$ cat config.mk
export PLATFORM = sky130hd
export DESIGN_NAME = pll_div_bank
export DESIGN_NICKNAME = d
export VERILOG_FILES = /design/src/rtl/pdb_pkg.sv /design/src/rtl/pdb_regfile.sv /design/src/rtl/pdb_go_ctrl.sv /design/src/rtl/pdb_divider.sv /design/src/rtl/pll_div_bank.sv
export SDC_FILE = /design/constraint.sdc
export NUM_CORES = 1
export LEC_CHECK = 0
export BUFFER_PORTS_ARGS = -buffer_cell sky130_fd_sc_hd__buf_2
export CAP_MARGIN = 25
export CORE_ASPECT_RATIO = 1.1
export CORE_UTILIZATION = 63
export DETAILED_ROUTE_END_ITERATION = 7
export MAX_ROUTING_LAYER = met4
export PLACE_DENSITY = 0.85
export SETUP_SLACK_MARGIN = 0.15
export SYNTH_ARGS = -nofsm -noshare
export SYNTH_HDL_FRONTEND = slang
export SYNTH_HIERARCHICAL = 1
export SYNTH_SLANG_ARGS = --single-unit
$ cat constraint.sdc
create_clock -name clk -period 4 [get_ports clk]
set_input_delay 0.6 -clock clk [delete_from_list [all_inputs] [get_ports clk]]
set_output_delay 0.6 -clock clk [all_outputs]
set_load 0.005 [all_outputs]
$ cat src/rtl/pdb_pkg.sv
package pdb_pkg;
  localparam int BUS_AW   = 3;
  localparam int BUS_DW   = 16;
  localparam int EN_POS   = 15;
  localparam int GO_POS   = 0;
  localparam int BUSY_POS = 0;
  localparam logic [BUS_AW-1:0] CMD_ADDR  = 3'd4;
  localparam logic [BUS_AW-1:0] STAT_ADDR = 3'd5;
endpackage

$ cat src/rtl/pdb_regfile.sv
module pdb_regfile
  import pdb_pkg::*;
#(
  parameter int N_DIV   = 4,
  parameter int RATIO_W = 5
) (
  input  logic                       clk,
  input  logic                       rst_n,
  input  logic                       wr,
  input  logic [BUS_AW-1:0]          addr,
  input  logic [BUS_DW-1:0]          wdata,
  input  logic [BUS_AW-1:0]          raddr,
  input  logic                       busy,
  input  logic                       commit,
  output logic [BUS_DW-1:0]          rdata,
  output logic                       go_req,
  output logic [N_DIV-1:0]           act_en,
  output logic [N_DIV*RATIO_W-1:0]   act_ratio,
  output logic [N_DIV*(RATIO_W+1)-1:0] pend_flat
);
  localparam int HI_BIT = EN_POS - 1;

  logic [N_DIV-1:0]   pend_en;
  logic [RATIO_W-1:0] pend_ratio [N_DIV];
  logic               over_range;

  assign over_range = |wdata[HI_BIT:RATIO_W];
  assign go_req     = wr && (addr == CMD_ADDR) && wdata[GO_POS];

  for (genvar i = 0; i < N_DIV; i++) begin : g_reg
    logic accept;
    assign accept = wr && (addr == BUS_AW'(i)) && !busy && !over_range;

    always_ff @(posedge clk or negedge rst_n) begin
      if (!rst_n) begin
        pend_en[i]    <= 1'b1;
        pend_ratio[i] <= '0;
      end else if (accept) begin
        pend_en[i]    <= wdata[EN_POS];
        pend_ratio[i] <= wdata[RATIO_W-1:0];
      end
    end

    always_ff @(posedge clk or negedge rst_n) begin
      if (!rst_n) begin
        act_en[i]                        <= 1'b1;
        act_ratio[i*RATIO_W +: RATIO_W]  <= '0;
      end else if (commit) begin
        act_en[i]                        <= pend_en[i];
        act_ratio[i*RATIO_W +: RATIO_W]  <= pend_ratio[i];
      end
    end

    assign pend_flat[i*(RATIO_W+1) +: RATIO_W+1] = {pend_en[i], pend_ratio[i]};
  end

  always_comb begin
    rdata = '0;
    for (int i = 0; i < N_DIV; i++) begin
      if (raddr == BUS_AW'(i)) begin
        rdata[EN_POS]        = pend_en[i];
        rdata[RATIO_W-1:0]   = pend_ratio[i];
      end
    end
    if (raddr == STAT_ADDR) rdata[BUSY_POS] = busy;
  end
endmodule

$ cat src/rtl/pdb_go_ctrl.sv
module pdb_go_ctrl (
  input  logic clk,
  input  logic rst_n,
  input  logic go_req,
  input  logic all_parked,
  output logic busy,
  output logic commit
);
  assign commit = busy && all_parked;

  always_ff @(posedge clk or negedge rst_n) begin
    if (!rst_n)               busy <= 1'b0;
    else if (commit)          busy <= 1'b0;
    else if (!busy && go_req) busy <= 1'b1;
  end
endmodule

$ cat src/rtl/pdb_divider.sv
module pdb_divider #(
  parameter int RATIO_W = 5
) (
  input  logic               clk,
  input  logic               rst_n,
  input  logic               tick,
  input  logic               busy,
  input  logic               commit,
  input  logic               en,
  input  logic [RATIO_W-1:0] ratio,
  output logic               pulse,
  output logic               parked
);
  logic [RATIO_W-1:0] cnt;
  logic [RATIO_W-1:0] term;
  logic               at_term;
  logic               fire;

  assign term    = en ? ratio : '0;
  assign at_term = (cnt == term);
  assign fire    = tick && at_term && !parked;

  always_ff @(posedge clk or negedge rst_n) begin
    if (!rst_n) begin
      cnt    <= '0;
      parked <= 1'b0;
      pulse  <= 1'b0;
    end else begin
      pulse <= fire && !commit;
      if (commit) begin
        cnt    <= '0;
        parked <= 1'b0;
      end else begin
        if (!parked && tick) cnt <= at_term ? '0 : cnt + 1'b1;
        if (busy && fire)    parked <= 1'b1;
      end
    end
  end
endmodule

$ cat src/rtl/pll_div_bank.sv
module pll_div_bank
  import pdb_pkg::*;
#(
  parameter int               N_DIV        = 4,
  parameter int               RATIO_W      = 5,
  parameter logic [N_DIV-1:0] PRE_PLL_MASK = 4'b1000
) (
  input  logic              clk,
  input  logic              rst_n,
  input  logic              bus_wr,
  input  logic [BUS_AW-1:0] bus_addr,
  input  logic [BUS_DW-1:0] bus_wdata,
  input  logic [BUS_AW-1:0] bus_raddr,
  output logic [BUS_DW-1:0] bus_rdata,
  input  logic              pll_tick,
  input  logic              ref_tick,
  output logic [N_DIV-1:0]  div_pulse
);
  logic                         busy;
  logic                         commit;
  logic                         go_req;
  logic [N_DIV-1:0]             act_en;
  logic [N_DIV*RATIO_W-1:0]     act_ratio;
  logic [N_DIV*(RATIO_W+1)-1:0] pend_flat;
  logic [N_DIV-1:0]             parked;

  pdb_regfile #(.N_DIV(N_DIV), .RATIO_W(RATIO_W)) u_regs (
    .clk(clk), .rst_n(rst_n), .wr(bus_wr), .addr(bus_addr), .wdata(bus_wdata),
    .raddr(bus_raddr), .busy(busy), .commit(commit), .rdata(bus_rdata),
    .go_req(go_req), .act_en(act_en), .act_ratio(act_ratio), .pend_flat(pend_flat)
  );

  pdb_go_ctrl u_go (
    .clk(clk), .rst_n(rst_n), .go_req(go_req), .all_parked(&parked),
    .busy(busy), .commit(commit)
  );

  for (genvar i = 0; i < N_DIV; i++) begin : g_div
    logic src_tick;
    if (PRE_PLL_MASK[i]) begin : g_ref
      assign src_tick = ref_tick;
    end else begin : g_pll
      assign src_tick = pll_tick;
    end

    pdb_divider #(.RATIO_W(RATIO_W)) u_div (
      .clk(clk), .rst_n(rst_n), .tick(src_tick), .busy(busy), .commit(commit),
      .en(act_en[i]), .ratio(act_ratio[i*RATIO_W +: RATIO_W]),
      .pulse(div_pulse[i]), .parked(parked[i])
    );
  end
endmodule

==> impl_results.md <==
* Initial Util at 0.649
* Placer Congestion at 0.900
* P&R area growth vs syn at 10.0%
* Slew Limit Headroom at 0.621
* LEAKAGE at 2.11 nW
* Buf/Inv on CP at 1
* IO buf count at 36
* CTS Buf Count at 9
* Fin nets at 428
* Simple-gate area share of the yosys netlist at 0.206
* Worst Hold Slack at 256 ps
* Outcome: finished clean
* Die width at 80.6 µm
* Starting DRT DRC Count at 151
* Post-CTS Hold Fix Bufs at 0
* Core Area at 0.00659 mm²
* DR pass1 iterations at 5
* Crit. End Element: flop
* Total grt overflow at 0
* I/O Pins at 47
* CTS Root Cell: clkbuf_8
* Clock Skew at 5.71 ps
* Max Cap Viol at 0
* Max IR drop VDD at 315 µV
* Die area at 0.00713 mm²
* Post-Synth Adder-Cell Area at 0.0117
* RSZ-0062 raised after global routing: false
* Post-DP HPWL at 6180 µm
* DIE HEIGHT at 88.5 µm
* CP Class: flop to flop
* PostCTS Resize Cnt at 0
* Vias in the first global route at 3076
* Gate family responsible for the most delay along the worst path: simple AND/OR/NAND/NOR gates
* Register area share after synthesis at 0.452
* Data required, critical path at 4280 ps
* H-tree Lvls at 3
* Initial antenna violation count at 0
* Avg WL per Cell at 18.7 µm
* # setup viols final at 0
* Worst skew pair latency at 350 ps
* TritonCTS clock tree: built
* Tot GR Track Use at 0.289
* Clock Sinks at 77
* Final hold vios at 0
* Mux share of post-synthesis cell area at 0.160
* Layout cells sized above 1 at 0.356
* Compound-Gate Fraction of Synth Area at 0.115
* Number of fill cells at 461
* Syn Inst Count at 362
* Vias per cell at 6.48
* Avg Cell Area, Syn at 11.8 µm²
* Min Tclk post-route at 2240 ps
* Final antenna diode count at 0
* CP max-delay cell: or4_1
* CP Launch Type: flop
* PwrDens at 454 mW/mm²
* Largest family of logic cells by synthesized area: simple AND/OR/NAND/NOR gates
* XOR/XNOR Fraction of Synth Area at 0.0246
* FMAX at 0.446 GHz
* Tcrit/Tclk final at 0.561
* Final wirelength at 9060 µm
* DR vias at 3134
* Clk slew on worst S/H paths at 80 ps
* CP Cell Sequence: and4_1 -> and2_2 -> buf_4 -> or4_1 -> a32o_1 -> nand2_1
* Drt drc at 0
* Slew @ Worst Pin at 566 ps
* First-pass GRT wire length at 14800 µm
* Post-DP Area at 0.00448 mm²
* Row cnt at 31
* Cell variety after synth at 44
* Clk buf depth at 2
* Slew Limit Fails at 0
* Layout Cells excl Fill at 484
* Largest net degree at the start of global routing at 78
* Seq cells post-synth at 77
* Crit-path max cell delay at 580 ps
* Post-synthesis cell area at 0.00428 mm²
* Setup tns final at 0 ps
* Post-route cell area at 0.00471 mm²
* Placed insts at 467
* Final ANT Viol Nets at 0
* Postcts setup bufs at 0
* Critical path data arrival time at 2530 ps
* Yosys Warn Count at 6
* Post-Route Utilization at 0.714
* Critical Path Fanout Max at 45
* Min-delay worst type: input pin to async pin
## synth_stat cells, drive strengths merged
cell type / count / area (µm²)
mux2: 48 / 541
nor2b: 9 / 56.3
and4: 1 / 8.76
or4: 11 / 90.1
dfrtp: 69 / 1730
ha: 4 / 50.1
a21oi: 12 / 75.1
and2: 5 / 32.5
xnor2: 8 / 70.1
nor2: 12 / 45.0
mux2i: 3 / 30.0
a32o: 8 / 80.1
or4b: 2 / 20.0
a22o: 8 / 105
nand2: 24 / 90.1
buf: 10 / 75.1
or4bb: 1 / 11.3
nand2b: 4 / 25.0
nor4bb: 4 / 40.0
or3b: 1 / 8.76
a31o: 12 / 105
a41oi: 4 / 35.0
mux4: 5 / 113
and4bb: 8 / 100
nand4: 4 / 25.0
nand3b: 17 / 128
nand3: 17 / 85.1
xor2: 4 / 35.0
a21o: 1 / 7.51
nor3: 6 / 30.0
nor4: 4 / 85.1
inv: 1 / 3.75
a311o: 4 / 40.0
conb: 1 / 3.75
dfstp: 8 / 210
o21ai: 9 / 45.0
clkbuf: 13 / 48.8
## sequential cells by signal, indices dropped and copies added (netlist names)
register            count
g_div.u_div/cnt        20
u_regs/act_ratio       20
g_div.u_div/pulse       4
u_regs/pend_flat       24
u_regs/act_en           4
u_go/busy               1
g_div.u_div/parked      4
## path summary, 6_finish.rpt
path / from / cells past startpoint / slack, ps / endpoint
setup / recovery: g_div[3].u_div/parked$_DFFE_PN0P_ / 6 / 1760 / g_div[3].u_div/cnt[4]$_DFFE_PN0P_
hold / removal: rst_n / 2 / 260 / u_regs/act_ratio[2]$_DFFE_PN0P_
setup reg to reg: g_div[3].u_div/parked$_DFFE_PN0P_ / 6 / 1760 / g_div[3].u_div/cnt[4]$_DFFE_PN0P_
hold reg to reg: u_regs/act_ratio[1]$_DFFE_PN0P_ / 1 / 510 / u_regs/act_ratio[1]$_DFFE_PN0P_
max in group asynchronous: rst_n / 2 / 3410 / u_regs/act_en[2]$_DFFE_PN1P_
min in group clk: u_regs/act_ratio[1]$_DFFE_PN0P_ / 1 / 510 / u_regs/act_ratio[1]$_DFFE_PN0P_
## layout by cell type, fill, tap and decap left out, drive strengths merged, types with 11 or more instances in the layout
cell type | synthesis | routed
nor2 | 12 | 12
nand2 | 24 | 24
nand3 | 17 | 17
a21oi | 12 | 12
mux2 | 48 | 48
nand3b | 17 | 17
a31o | 12 | 12
buf | 10 | 38
or4 | 11 | 11
dfrtp | 69 | 69
## cells by family after synthesis
logic type / after synthesis
DFF: 77
xor gates and xnor gates: 12
and+or+nand+nor: 130
adders and majority gates: 4
buffers and inverters: 24
muxes: 56
AOI/OAI and AO/OA: 58
other: 1
## stage by stage
stage	setup slack, ps	total power [mW]
floorplan	1810	1.41
global placement	1680	1.51
detailed placement	1660	1.55
CTS	1760	2.14
global route	1650	2.26
finish	1760	2.14
## cell type report
type	count	area, µm²	area share
Clock buffer	10	128	0.0271
Multi-Input combinational cell	270	2250	0.478
Inverter	1	3.75	0.000797
Sequential cell	77	1940	0.411
Timing Repair Buffer	38	218	0.0462
Clock inverter	6	71.3	0.0151
Tap cell	82	103	0.0218
## report_power, final
| group | switching, mW | total, mW | internal (mW) |
|---|---|---|---|
| Sequential | 0.164 | 1.03 | 0.870 |
| Combinational | 0.265 | 0.519 | 0.254 |
| Clock | 0.291 | 0.583 | 0.292 |
| Total | 0.719 | 2.14 | 1.42 |
## worst register-to-register path, delay by kind of cell (launching register included)
| family | cells | cell delay [ps] |
|---|---|---|
| DFF | 1 | 430 |
| buffers and inverters | 1 | 350 |
| AOI/OAI and AO/OA | 1 | 230 |
| and+or+nand+nor | 4 | 1180 |
## routing by layer
| metal | part of all wire | track usage | vias to the layer above |
|---|---|---|---|
| li1 | - | - | 1444 |
| met1 | 0.42 | 0.338 | 1592 |
| met2 | 0.52 | 0.498 | 78 |
| met3 | 0.039 | 0.0381 | 20 |
| met4 | 0.025 | 0.128 | 0 |
| met5 | 0 | - | - |
(Power assumes the default switching activity.)
